[src/rtl/orbit_pkg.sv]
package orbit_pkg;
  localparam int CNT_W = 12;

  typedef enum logic [1:0] {PH_IDLE, PH_DELAY, PH_PULSE} shaper_phase_e;

  // A programmed width of 0 is stretched to a single tick.
  function automatic logic [CNT_W-1:0] eff_width(input logic [CNT_W-1:0] w);
    return (w == '0) ? CNT_W'(1) : w;
  endfunction

  // Internal period counter wraps once it reaches period-1.
  function automatic logic period_wrap(input logic [CNT_W-1:0] cnt,
                                       input logic [CNT_W-1:0] period);
    return (period != '0) && (cnt >= period - CNT_W'(1));
  endfunction
endpackage

[src/rtl/orbit_int_gen.sv]
module orbit_int_gen
  import orbit_pkg::*;
(
  input  logic             clk,
  input  logic             rst_n,
  input  logic [CNT_W-1:0] period,
  output logic [CNT_W-1:0] count,
  output logic             int_pulse
);
  assign int_pulse = period_wrap(count, period);

  always_ff @(posedge clk or negedge rst_n) begin
    if (!rst_n)              count <= '0;
    else if (period == '0)   count <= '0;
    else if (int_pulse)      count <= '0;
    else                     count <= count + CNT_W'(1);
  end

  assert_stopped_gen_R6: assert property (@(posedge clk) disable iff (!rst_n)
    (period == '0) |-> !int_pulse);
  assert_stopped_count_R6: assert property (@(posedge clk) disable iff (!rst_n)
    (period == '0) |=> (count == '0));
endmodule

[src/rtl/orbit_shaper.sv]
module orbit_shaper
  import orbit_pkg::*;
(
  input  logic             clk,
  input  logic             rst_n,
  input  logic             trig,
  input  logic [CNT_W-1:0] delay,
  input  logic [CNT_W-1:0] width,
  output logic             pulse
);
  shaper_phase_e    phase;
  logic [CNT_W-1:0] dcnt;
  logic [CNT_W-1:0] wcnt;
  logic             delay_done;
  logic             width_done;

  assign delay_done = (phase == PH_DELAY) && (dcnt == '0);
  assign width_done = (phase == PH_PULSE) && (wcnt == '0);
  assign pulse      = (phase == PH_PULSE);

  always_ff @(posedge clk or negedge rst_n) begin
    if (!rst_n) begin
      phase <= PH_IDLE;
      dcnt  <= '0;
      wcnt  <= '0;
    end else if (trig) begin
      phase <= PH_DELAY;
      dcnt  <= delay;
    end else if (delay_done) begin
      phase <= PH_PULSE;
      wcnt  <= eff_width(width) - CNT_W'(1);
    end else if (width_done) begin
      phase <= PH_IDLE;
    end else if (phase == PH_DELAY) begin
      dcnt <= dcnt - CNT_W'(1);
    end else if (phase == PH_PULSE) begin
      wcnt <= wcnt - CNT_W'(1);
    end
  end

  assert_restart_drops_R4: assert property (@(posedge clk) disable iff (!rst_n)
    trig |=> !pulse);
  assert_pulse_ends_R3: assert property (@(posedge clk) disable iff (!rst_n)
    width_done |=> !pulse);
  assert_rise_from_delay_R2: assert property (@(posedge clk) disable iff (!rst_n)
    $rose(pulse) |-> $past(delay_done));
endmodule

[src/rtl/orbit_presence.sv]
module orbit_presence #(
  parameter int LOSS_TICKS = 4096
) (
  input  logic clk,
  input  logic rst_n,
  input  logic edge_seen,
  output logic present
);
  localparam int LW = $clog2(LOSS_TICKS) + 1;
  localparam logic [LW-1:0] LAST = LW'(LOSS_TICKS - 1);

  logic [LW-1:0] quiet;
  logic          expire;

  assign expire = (quiet == LAST);

  always_ff @(posedge clk or negedge rst_n) begin
    if (!rst_n) begin
      quiet   <= LAST;
      present <= 1'b0;
    end else if (edge_seen) begin
      quiet   <= '0;
      present <= 1'b1;
    end else if (expire) begin
      present <= 1'b0;
    end else begin
      quiet <= quiet + LW'(1);
    end
  end

  assert_edge_sets_R9: assert property (@(posedge clk) disable iff (!rst_n)
    edge_seen |=> present);
  assert_loss_clears_R9: assert property (@(posedge clk) disable iff (!rst_n)
    (expire && !edge_seen) |=> !present);
endmodule

[src/rtl/orbit_channel.sv]
module orbit_channel
  import orbit_pkg::*;
#(
  parameter int TALLY_W    = 32,
  parameter int LOSS_TICKS = 4096
) (
  input  logic               clk,
  input  logic               rst_n,
  input  logic               src_sel,
  input  logic               ext_orbit,
  input  logic [CNT_W-1:0]   int_period,
  input  logic [CNT_W-1:0]   coarse_delay,
  input  logic [CNT_W-1:0]   pulse_width,
  input  logic               tally_clear,
  output logic               orbit_out,
  output logic [CNT_W-1:0]   int_count,
  output logic [TALLY_W-1:0] orbit_tally,
  output logic               orbit_present
);
  logic ext_q;
  logic ext_rise;
  logic int_pulse;
  logic sel_pulse;

  always_ff @(posedge clk or negedge rst_n) begin
    if (!rst_n) ext_q <= 1'b0;
    else        ext_q <= ext_orbit;
  end

  assign ext_rise  = ext_orbit && !ext_q;
  assign sel_pulse = src_sel ? int_pulse : ext_rise;

  orbit_int_gen u_gen (
    .clk       (clk),
    .rst_n     (rst_n),
    .period    (int_period),
    .count     (int_count),
    .int_pulse (int_pulse)
  );

  orbit_shaper u_shape (
    .clk   (clk),
    .rst_n (rst_n),
    .trig  (sel_pulse),
    .delay (coarse_delay),
    .width (pulse_width),
    .pulse (orbit_out)
  );

  orbit_presence #(.LOSS_TICKS(LOSS_TICKS)) u_pres (
    .clk       (clk),
    .rst_n     (rst_n),
    .edge_seen (ext_rise),
    .present   (orbit_present)
  );

  always_ff @(posedge clk or negedge rst_n) begin
    if (!rst_n)           orbit_tally <= '0;
    else if (tally_clear) orbit_tally <= '0;
    else if (sel_pulse)   orbit_tally <= orbit_tally + TALLY_W'(1);
  end

  assert_tally_step_R7: assert property (@(posedge clk) disable iff (!rst_n)
    (sel_pulse && !tally_clear) |=> (orbit_tally == $past(orbit_tally) + TALLY_W'(1)));
  assert_tally_hold_R7: assert property (@(posedge clk) disable iff (!rst_n)
    (!sel_pulse && !tally_clear) |=> $stable(orbit_tally));
  assert_tally_clear_R8: assert property (@(posedge clk) disable iff (!rst_n)
    tally_clear |=> (orbit_tally == '0));
  assert_ext_ignored_R5: assert property (@(posedge clk) disable iff (!rst_n)
    (src_sel && !int_pulse && !tally_clear) |=> $stable(orbit_tally));
endmodule

[config.mk]
export PLATFORM = sky130hd
export DESIGN_NAME = orbit_channel
export DESIGN_NICKNAME = d
export VERILOG_FILES = /design/src/rtl/orbit_pkg.sv /design/src/rtl/orbit_int_gen.sv /design/src/rtl/orbit_shaper.sv /design/src/rtl/orbit_presence.sv /design/src/rtl/orbit_channel.sv
export SDC_FILE = /design/constraint.sdc
export NUM_CORES = 1
export LEC_CHECK = 0
export CAP_MARGIN = 20
export CORE_ASPECT_RATIO = 1.25
export CORE_MARGIN = 2
export CORE_UTILIZATION = 55
export CTS_CLUSTER_SIZE = 25
export DETAILED_ROUTE_END_ITERATION = 7
export DONT_BUFFER_PORTS = 1
export HOLD_SLACK_MARGIN = 0.08
export PLACE_DENSITY = 0.73
export SYNTH_ARGS = -nofsm -noshare
export SYNTH_HDL_FRONTEND = slang
export SYNTH_SLANG_ARGS = --single-unit
[constraint.sdc]
create_clock -name clk -period 3.9 [get_ports clk]
set_input_delay 0.195 -clock clk [delete_from_list [all_inputs] [get_ports clk]]
set_output_delay 0.195 -clock clk [all_outputs]
set_load 0.02 [all_outputs]
Yosys cells after proc, flatten, opt, wreduce, memory -nomap -nowiden
Index checks and enable logic that the tools add are counted.

word-level totals
  RAM bits = 0
  ROM bits = 0
  input port bits = 41
  memories = 0
  register bits = 85
  bits in latches = 0
  output and inout bits = 46
  word-level logic and storage cells = 63

cells by class
  equal/unequal tests = 8
  multiplexer cells = 21
  order comparisons = 1
  $mul = 0
  divide/modulo/power cells = 0
  bitwise operators = 1
  shift operators = 0
  reductions and logical operators = 17
  $add $sub $neg = 7

operators with widths
  operator                                                count
  2-to-1 mux 12 bit                                       11
  2-to-1 mux 32 bit                                       2
  logical NOT 12 bit                                      4
  subtractor 12 x 1 -> 12 bit (second input constant)     4
  adder 32 x 1 -> 32 bit (second input constant)          1
  2-to-1 mux 13 bit                                       2
  adder 13 x 1 -> 13 bit (second input constant)          1
  == test 13 x 12 -> 1 bit (second input constant)        1
  adder 12 x 1 -> 12 bit (second input constant)          1
  >= comparator 12 bit                                    1
  nonzero test 12 bit                                     1
  nonzero test 2 bit                                      4
  2-to-1 mux 2 bit                                        3
  inequality test 2 bit (second input constant)           3
  logical AND 1 bit                                       4
  inequality test 2 x 1 -> 1 bit (second input constant)  2
  AND reduction 4 bit                                     1
  2-to-1 mux 1 bit                                        3
  AND reduction 3 bit                                     1
  nonzero test 3 bit                                      1
  == test 2 x 1 -> 1 bit (second input constant)          1
  == test 2 bit (second input constant)                   1
  logical NOT 1 bit                                       1
  NOT 1 bit                                               1

Logic depth before layout (Yosys ltp)
Gate-level depths: netlist of run 1.

  depth in word-level cells = 6
  gate-level depth with buffers = 15
  gate-level depth less buffers = 13

By module
Synthesis of run 1 repeated with hierarchy kept, for this count alone.

unflattened totals
  cells, all modules = 612
  area, all modules = 5,565.3 um^2

modules (own cells, without submodules)
  module          seq. area each (um^2)  area each (um^2)  instances  cells an instance
  orbit_shaper    650.6                  2,011.9           1          245
  orbit_channel   825.8                  1,746.7           1          179
  orbit_int_gen   300.3                  1,058.5           1          116
  orbit_presence  365.4                  748.2             1          72

Least setup slack after synthesis of run 1
Ideal clock, no wire load.

  path type = in2reg
  start point = input port int_period[3]
  end point = register u_shape.wcnt[4]
  library setup time = 142 ps
  data required time = 3,758 ps
  stages on the path = 13
  path buffers = 1
  data arrival time = 3,177 ps
  slack = 581 ps
  path through = or4_1 -> or3_1 -> nor3_1 -> xnor2_1 -> ha_1 -> a21oi_1 -> a21boi_0 -> o311ai_0 -> o211a_1 -> buf_2 -> nand2_4 -> a2111oi_1 -> a311oi_1

on the way
  longest elaborated chain between the ends = 6
  elaborated cells between the ends (all ways) = 7
  those cells by class = add/sub (1); order compare (1); mux (1); bitwise (1); reduce/logical (3)

ends and longest elaborated chain
  what                               line                 text
  start, declared                    orbit_channel.sv:11  input logic [CNT_W-1:0] int_period,
  subtractor 12 x 1 -> 12 bit        orbit_pkg.sv:14      return (period != '0) && (cnt >= period - CNT_W'(1));
  >= comparator 12 bit               orbit_pkg.sv:14
  logical AND 1 bit (*)              orbit_pkg.sv:14
  2-to-1 mux 1 bit (*)               orbit_channel.sv:31  assign sel_pulse = src_sel ? int_pulse : ext_rise;
  NOT 1 bit (no line) (*)            -
  AND reduction 4 bit (no line) (*)  -
  end signal, assigned               orbit_shaper.sv:31   wcnt <= eff_width(width) - CNT_W'(1);
  end signal, assigned               orbit_shaper.sv:37   wcnt <= wcnt - CNT_W'(1);
  end, declared                      orbit_shaper.sv:13   logic [CNT_W-1:0] wcnt;

Mark *: on every way between the ends. The rest lies on a longest branch, timed or not.
A chain may end at the register's enable or synchronous reset.

Worst setup path after layout of run 1
  start point = input port int_period[3]
  end point = register u_shape.wcnt[9]

Same word-level chain as after synthesis.

==> metrics.yaml, run 1 <==
netlist_top_cells_area: "dfrtp_1, xnor2_1, dfstp_2"
antenna_found_initial: 0
crit_type: "in2reg"
p_total_w: 0.00290
vdd_drop_max_mv: 0.316
syn-num-nets: 625
synth_area_um2: 5090
clk_pin_slew_ps: 70
synth_top_area_share_pct: 35.9
seq_area_frac_synth_pct: 42.1
clock_latency_ps: 340
worst_path_most_repeated_cell: "buf_4"
fin_nets: 647
p_leak_nw: 2.28
core-area_um2: 9080
initialDrtViolationCount: 247
layout-drive-gt1-share_pct: 8.78
synth_top_area_cell: "dfrtp_1"
crit_chain: "or4_1 -> or3_1 -> nor3_1 -> xnor2_1 -> ha_1 -> a21oi_1 -> a21boi_0 -> o311ai_0 -> o211ai_1 -> buf_4 -> a21oi_2 -> buf_4 -> o21ai_0 -> a22oi_1"
relSlewSlack_pct: 50.7
period_needed_ps: 3310
critPathSlowestCell: "or4_1"
worst_slew_pin_slew_ps: 738
clock-root-buffer: "clkbuf_16"
grt_pass1_wl_um: 20800
dieWidth_um: 90.0
final_cells: 715
fin_crit_sh_pct: 85.0
grt_max_degree: 86
pin_count: 87
clock_sinks: 85
synth-edff-count: 0
endpoint_kind: "flip-flop"
cts_htree_levels: 3
cp.required_ps: 4150
synthToLayoutAreaGrowth_pct: 13.8
synth_commonest_cells: "nor2_1, dfrtp_1, xnor2_1, nand2_1, nor3_1"
drt_wl_total_um: 12000
min_path_type: "in2reg"
async_flop_share_pct: 100
postCtsSetupBuffers: 0
dp_hpwl_um: 8250
yosysMostFrequentCell: "nor2_1"
slew_viol_final: 0
cap_violations: 0
vias: 4334
synth_warnings: 0
grt.total_usage_pct: 25.1
grt_pass1_vias: 4393
ys_ff_latch: 85
crit_fanout: 7
synth_cell_type_count: 58
antenna_left: 0
fin_util_pct: 63.8
vias_per_cell: 6.06
finClkSkew_ps: 10.3
syn-instance-count: 565
cts_buffers: 9
port_buffers: 0
fmax_ghz: 0.302
rsz0062_at_grt: "no"
max_stage_delay_ps: 520
fp-row-count: 39
critPathLaunchType: "input port"
cts_tree: "built"
routedWlPerCell_um: 16.7
setup_tns_ps: 0
setup_violations: 0
routabilityCongestion: 0.894
gr-total-overflow: 0
outcome: "complete, no violations"
cts_resized: 0
start_util_pct: 56.0
synth_flop_cell: "dfrtp_1"
placed_cells: 675
postSynthAreaPerCell_um2: 9.00
arrival_ps: 3560
drcViolationCount: 0
final_hold_viol_count: 0
die_area_um2: 10000
clockBufferDepth: 2
fillers: 756
die_height_um: 112
antenna_cells: 0
power_density_nw_per_um2: 500
dr.pass1.iters: 4
-- state kept, by name (all words and copies together), names as in the netlist --
signal and cells:
u_shape.wcnt 12, orbit_tally 32, u_pres.present 1, u_shape.phase 2, u_gen.count 12, u_shape.dcnt 12, ext_q 1, u_pres.quiet 13
-- worst paths after layout --
| kind | from | end | slack [ps] | depth (start not counted) |
|---|---|---|---|---|
| max in group asynchronous | rst_n | u_pres.quiet[2]$_DFFE_PN1P_ | 3100 | 2 |
| min | pulse_width[5] | u_shape.wcnt[5]$_DFFE_PN0P_ | 90 | 2 |
| max reg2reg | u_shape.dcnt[0]$_DFFE_PN0P_ | u_shape.wcnt[4]$_DFFE_PN0P_ | 850 | 9 |
| min in group asynchronous | rst_n | u_shape.dcnt[3]$_DFFE_PN0P_ | 410 | 2 |
| min reg2reg | u_pres.quiet[7]$_DFFE_PN1P_ | u_pres.quiet[7]$_DFFE_PN1P_ | 520 | 2 |
| max | int_period[3] | u_shape.wcnt[9]$_DFFE_PN0P_ | 590 | 14 |
-- through the flow --
stage	worst slack (ps)	hold WS (ps)	area, um2
after floorplan	581	-101	5090
after global placement	354	-96.0	5220
after detailed placement	251	-96.0	5220
after CTS	608	81.0	5770
after global routing	324	107	5790
final	585	92.5	5790
-- metal layers --
layer / share of wire (%) / GRT usage, % / vias up
li1: - / - / 2074
met2: 51 / 42.3 / 153
met1: 41 / 30.9 / 2081
met5: 0 / 0 / -
met3: 6.6 / 7.37 / 26
met4: 1.9 / 8.62 / 0
-- critical path, delay by kind of cell --
| kind | cells | cell delay (ps) |
|---|---|---|
| adder cells (fa/ha/maj) | 1 | 280 |
| XOR/XNOR | 1 | 160 |
| AO/OA/AOI/OAI | 7 | 1460 |
| AND/OR/NAND/NOR | 3 | 1050 |
| buffers and inverters | 2 | 400 |
-- area by class of cell --
class / instances / area, um2 / share of cell area [%]
clock inverter: 6 / 70.1 / 1.21
multi-input combinational: 451 / 2830 / 49.0
tap: 123 / 154 / 2.66
sequential: 85 / 2140 / 37.0
timing repair buffer: 31 / 315 / 5.45
inverter: 9 / 33.8 / 0.584
clock buffer: 10 / 239 / 4.13
-- report_power, final --
part / internal, W / switching [W]
combinational: 0.000331 / 0.000394
clock: 0.000518 / 0.000367
sequential: 0.00104 / 0.000246
total: 0.00189 / 0.00101
-- cells by family after synthesis --
group / count (synthesis) / share of synthesized area, %
DFF: 85 / 42.1
muxes: 3 / 0.615
and+or+nand+nor: 279 / 28.0
buffers and inverters: 29 / 2.19
adders and majority gates: 19 / 4.67
AOI/OAI and AO/OA: 81 / 10.5
xor gates and xnor gates: 69 / 11.9
-- repair_timing --
action	in CTS	in global routing
hold buffers	23	0
hold endpoints to repair	137	0
setup endpoints to repair	0	0
-- cell usage in the layout, fill, tap and decap left out, drive strengths merged, types with 3 or more instances in the layout --
cell type | synthesis | final
a2111oi | 5 | 5
a21oi | 20 | 20
a311oi | 3 | 3
a31oi | 7 | 7
and2 | 6 | 6
and3 | 10 | 10
and4 | 3 | 3
buf | 3 | 9
clkbuf | 17 | 10
clkinvlp | 0 | 3
dfrtp | 73 | 73
dfstp | 12 | 12
dlygate4sd3 | 0 | 22
ha | 19 | 19
inv | 9 | 11
nand2 | 45 | 45
nand3 | 25 | 25
nand4 | 17 | 17
nor2 | 84 | 84
nor2b | 5 | 5
nor3 | 32 | 32
nor3b | 5 | 5
nor4 | 15 | 15
nor4b | 8 | 8
o21ai | 27 | 27
o2bb2ai | 3 | 3
or2 | 5 | 5
or3 | 9 | 9
or4 | 5 | 5
xnor2 | 45 | 45
xor2 | 24 | 24
(Power assumes the default switching activity.)
==> inputs of run 2 (changes only) <==
- clock period: 3.9 -> 3.45 ns (I/O delays scaled with it)
==> metrics.yaml, run 2 (synthesized netlist as in run 1, its figures left out) <==
port_buffers: 0
period_needed_ps: 3010
routabilityCongestion: 0.930
clockBufferDepth: 2
crit_fanout: 6
min_path_type: "in2reg"
relSlewSlack_pct: 49.2
antenna_cells: 0
worst_path_most_repeated_cell: "buf_4"
dr.pass1.iters: 5
die_area_um2: 10000
p_leak_nw: 2.33
power_density_nw_per_um2: 569
drcViolationCount: 0
routedWlPerCell_um: 16.5
clock_sinks: 85
grt.total_usage_pct: 24.5
final_cells: 724
fp-row-count: 39
initialDrtViolationCount: 212
rsz0062_at_grt: "no"
cap_violations: 0
fin_crit_sh_pct: 87.2
die_height_um: 112
crit_type: "in2reg"
vias_per_cell: 6.07
reg_top3: "orbit_tally x32, u_pres.quiet x13"
placed_cells: 682
grt-busiest-layer: "met2"
met2_usage_pct: 42.2
critPathSlowestCell: "or4_1"
arrival_ps: 3250
slew_viol_final: 0
pin_count: 87
dieWidth_um: 90.0
cp.required_ps: 3700
worst_slew_pin_slew_ps: 760
fmax_ghz: 0.333
grt_pass1_vias: 4394
mostFrequentLayoutCells: "nor2_1, dfrtp_1, xnor2_1"
vias: 4394
fillers: 757
cts_buffers: 9
cts_htree_levels: 3
final_hold_viol_count: 0
clock-root-buffer: "clkbuf_16"
grt_pass1_wl_um: 20300
synthToLayoutAreaGrowth_pct: 15.6
final_common_cell: "nor2_1"
core-area_um2: 9080
vdd_drop_max_mv: 0.346
p_total_w: 0.00335
crit_chain: "or4_1 -> or3_1 -> nor3_1 -> xnor2_1 -> ha_1 -> a21oi_1 -> a21boi_0 -> o311ai_1 -> o211ai_1 -> buf_4 -> a21oi_2 -> buf_4 -> o2bb2ai_1 -> a211oi_1"
endpoint_kind: "flip-flop"
use_met3_pct: 5.95
clock_latency_ps: 340
gr-total-overflow: 0
regMostFlops: "orbit_tally"
finClkSkew_ps: 8.26
layout-drive-gt1-share_pct: 9.65
grt_max_degree: 86
drt_wl_total_um: 12000
grt_util_met1_pct: 29.2
clk_pin_slew_ps: 60
dp_hpwl_um: 8350
critPathLaunchType: "input port"
antenna_found_initial: 0
largest_reg_flops: 32
max_stage_delay_ps: 520
cts_tree: "built"
antenna_left: 0
setup_violations: 0
outcome: "complete, no violations"
fin_nets: 656
start_util_pct: 56.0
==> run 2: cell types whose count changed in the layout (fill, tap and decap cells not counted) <==
cell / change
bufinv_16: +1
clkinv_4: +1
clkbuf_1: +1
o311ai_1: +1
inv_6: -2
dlygate4sd3_1: +2
a2111oi_1: +1
clkinvlp_4: -1
buf_4: +7
o311ai_0: -1
a2111oi_0: -1
==> run 2: repair_timing <==
item / CTS / global route
resized for setup: 0 / 2
setup buffers: 0 / 0
hold endpoints to repair: 139 / 0
endpoints found under the setup margin: 0 / 1
hold buffers: 25 / 0
==> run 2: per-layer routing <==
layer	up-vias	routed length (um)	share of wire (%)
met1	2148	4890	41
li1	2084	-	-
met2	140	6070	51
met4	0	233	1.9
met3	22	771	6.4
met5	-	0	0
==> run 2: final timing paths <==
kind	start	end	slack, ps	cells after the start
setup / recovery	int_period[3]	u_shape.wcnt[6]$_DFFE_PN0P_	440	14
hold reg to reg	u_pres.quiet[7]$_DFFE_PN1P_	u_pres.quiet[7]$_DFFE_PN1P_	520	2
min in group asynchronous	rst_n	u_pres.present$_DFFE_PN0P_	390	2
max in group asynchronous	rst_n	u_pres.quiet[2]$_DFFE_PN1P_	2710	2
hold / removal	pulse_width[10]	u_shape.wcnt[10]$_DFFE_PN0P_	120	3
setup reg to reg	u_shape.dcnt[0]$_DFFE_PN0P_	u_shape.wcnt[8]$_DFFE_PN0P_	520	9
==> run 2: layout make-up <==
class	count	area [um2]	share of cell area [%]
clock buffers	11	243	4.13
clock inverters	5	83.8	1.43
inverters	9	33.8	0.575
multi-input cells	451	2830	48.2
flip-flops and latches	85	2140	36.4
well taps	123	154	2.62
repair buffers	40	388	6.60
==> run 2: stage by stage <==
step | utilization (%) | worst slack [ps] | area [um2] | hold slack, ps | setup TNS, ps
5_1_grt | 64.8 | 102 | 5880 | 132 | 0
3_5_place_dp | 58.0 | -75.4 | 5270 | -118 | -108
6_report | 64.8 | 443 | 5880 | 119 | 0
4_1_cts | 64.6 | 271 | 5860 | 111 | 0
3_3_place_gp | 58.0 | 33.0 | 5270 | -119 | 0
2_1_floorplan | - | 153 | 5090 | -123 | 0
==> run 2: worst max-delay path, delay by kind of cell <==
kind            cells  cell delay, ps
compound gates      7            1230
xor+xnor            1             150
fa+ha+maj           1             270
buf+inv             2             370
simple gates        3            1040
==> run 2: report_power, final <==
| part | switching (W) | internal [W] |
|---|---|---|
| Combinational | 0.000466 | 0.000389 |
| Clock | 0.000399 | 0.000655 |
| Sequential | 0.000262 | 0.00117 |
==> inputs of run 3 (changes only) <==
- clock period: 3.45 -> 3.5 ns (I/O delays scaled with it)
==> metrics.yaml, run 3 (synthesized netlist as in run 1, its figures left out) <==
regArea_um2: 2140
cp.required_ps: 3740
reg2reg_from: "u_shape.dcnt[0]$_DFFE_PN0P_"
vias: 4326
min_path_type: "in2reg"
port_buffers: 0
crit_buf_inv: 2
multi_input_area_um2: 2830
die_height_um: 112
grt.total_usage_pct: 24.5
antenna_left: 0
r2r_end: "u_shape.wcnt[8]$_DFFE_PN0P_"
setup_tns_ps: 0
relSlewSlack_pct: 48.9
grt_max_degree: 86
fillers: 768
routedWlPerCell_um: 16.4
arrival_ps: 3460
initialDrtViolationCount: 249
layout-drive-gt1-share_pct: 9.67
worstHoldStart: "pulse_width[8]"
fin_nets: 655
slew_viol_final: 0
crit_fanout: 9
worst_path_most_repeated_cell: "buf_4"
mostFrequentLayoutCells: "nor2_1, dfrtp_1, xnor2_1"
dp_hpwl_um: 8280
startpoint: "int_period[3]"
max_stage_delay_ps: 530
use_met3_pct: 5.35
final_common_cell: "nor2_1"
hold_depth: 3
clock-root-buffer: "clkbuf_16"
cts_tree: "built"
vdd_drop_max_mv: 0.367
final_hold_viol_count: 0
worst_slew_pin_slew_ps: 765
rsz0062_at_grt: "no"
routabilityCongestion: 0.932
outcome: "complete, no violations"
start_util_pct: 56.0
synthToLayoutAreaGrowth_pct: 15.0
dr.pass1.iters: 4
cts_htree_levels: 3
clock_latency_ps: 350
cp_top_family: "compound AO/OA/AOI/OAI gates"
clockBufferDepth: 2
cts_buffers: 9
preCtsSetupSlack_ps: -92.6
pin_count: 87
final.setup.worst_slack_ps: 273
reg2reg_slack_ps: 510
cap_violations: 0
drt_wl_total_um: 11800
antenna_cells: 0
vias_per_cell: 5.98
power_density_nw_per_um2: 552
critPathLaunchType: "input port"
period_needed_ps: 3230
grt_util_met1_pct: 30.9
regMostFlops: "orbit_tally"
grt-busiest-layer: "met2"
fmax_ghz: 0.310
met2_usage_pct: 41.0
critPathSlowestCell: "or4_1"
largest_reg_flops: 32
drcViolationCount: 0
finClkSkew_ps: 12.3
setup_violations: 0
die_area_um2: 10000
fp-row-count: 39
grt_pass1_vias: 4291
antenna_found_initial: 0
clk_pin_slew_ps: 70
clock_sinks: 85
crit_chain: "or4_1 -> or3_1 -> nor3_1 -> xnor2_1 -> ha_1 -> a21oi_1 -> a21boi_0 -> o311ai_0 -> o211ai_1 -> buf_4 -> a21oi_2 -> buf_4 -> o2bb2ai_1 -> a311oi_1"
cts_resized: 0
fin_crit_sh_pct: 92.2
p_leak_nw: 2.32
core-area_um2: 9080
min_to: "u_shape.wcnt[9]$_DFFE_PN0P_"
reg_top3: "orbit_tally x32, u_pres.quiet x13"
r2r_cells: 9
dieWidth_um: 90.0
grt_pass1_wl_um: 20300
gr-total-overflow: 0
critical_path_cell_count: 14
p_total_w: 0.00323
crit_type: "in2reg"
endpoint_kind: "flip-flop"
## run 3: changes by cell type in the layout (fill, tap and decap cells not counted), sizes merged
cell and delta:
clkbuf -2, inv +3, bufinv -1, clkinv +2, buf -1, clkinvlp -2
## run 3: stage by stage
step,instances,cell area [um2],utilization [%],hold slack [ps]
finish,723,5850,64.4,144
detailed placement,681,5260,58.0,-115
floorplan,565,5090,-,-121
global route,723,5850,64.4,175
global placement,681,5260,58.0,-116
CTS,722,5830,64.3,130
## run 3: worst reg2reg max path, delay by kind of cell, from the launching register on
family          cells  cell delay [ps]
compound gates      4             1080
simple gates        2              720
fa+ha+maj           2              590
flops               1              360
buf+inv             1              110
## run 3: metal layers
metal  vias up  part of all wire [%]
met5         -                     0
met1      2104                    42
met2       120                    51
li1       2084                     -
met4         0                   2.1
met3        18                   5.2
## run 3: how the worst max path moves through the flow
stage                                        to  slack (ps)
floorplan           u_shape.wcnt[4]$_DFFE_PN0P_         200
global placement    u_shape.wcnt[7]$_DFFE_PN0P_          70
detailed placement  u_shape.wcnt[6]$_DFFE_PN0P_         -90
CTS                 u_shape.wcnt[6]$_DFFE_PN0P_         260
global route        u_shape.wcnt[6]$_DFFE_PN0P_          10
finish              u_shape.wcnt[8]$_DFFE_PN0P_         270
## run 3: repair_timing
action                    CTS  global route
setup buffers               0             0
hold buffers               25             0
hold endpoints to repair  139             0
## run 3: final cells by class
cell class / count / share of cell area [%]
multi-input cells: 451 / 48.4
flip-flops and latches: 85 / 36.6
repair buffers: 39 / 6.50
clock buffers: 9 / 3.85
well taps: 123 / 2.63
clock inverters: 7 / 1.39
inverters: 9 / 0.578
## run 3: where the power goes
part           internal (W)  leakage [nW]  switching (W)
Sequential          0.00116          1.09       0.000256
Combinational      0.000382          1.08       0.000454
Clock              0.000564         0.152       0.000418
Total               0.00210          2.32        0.00113
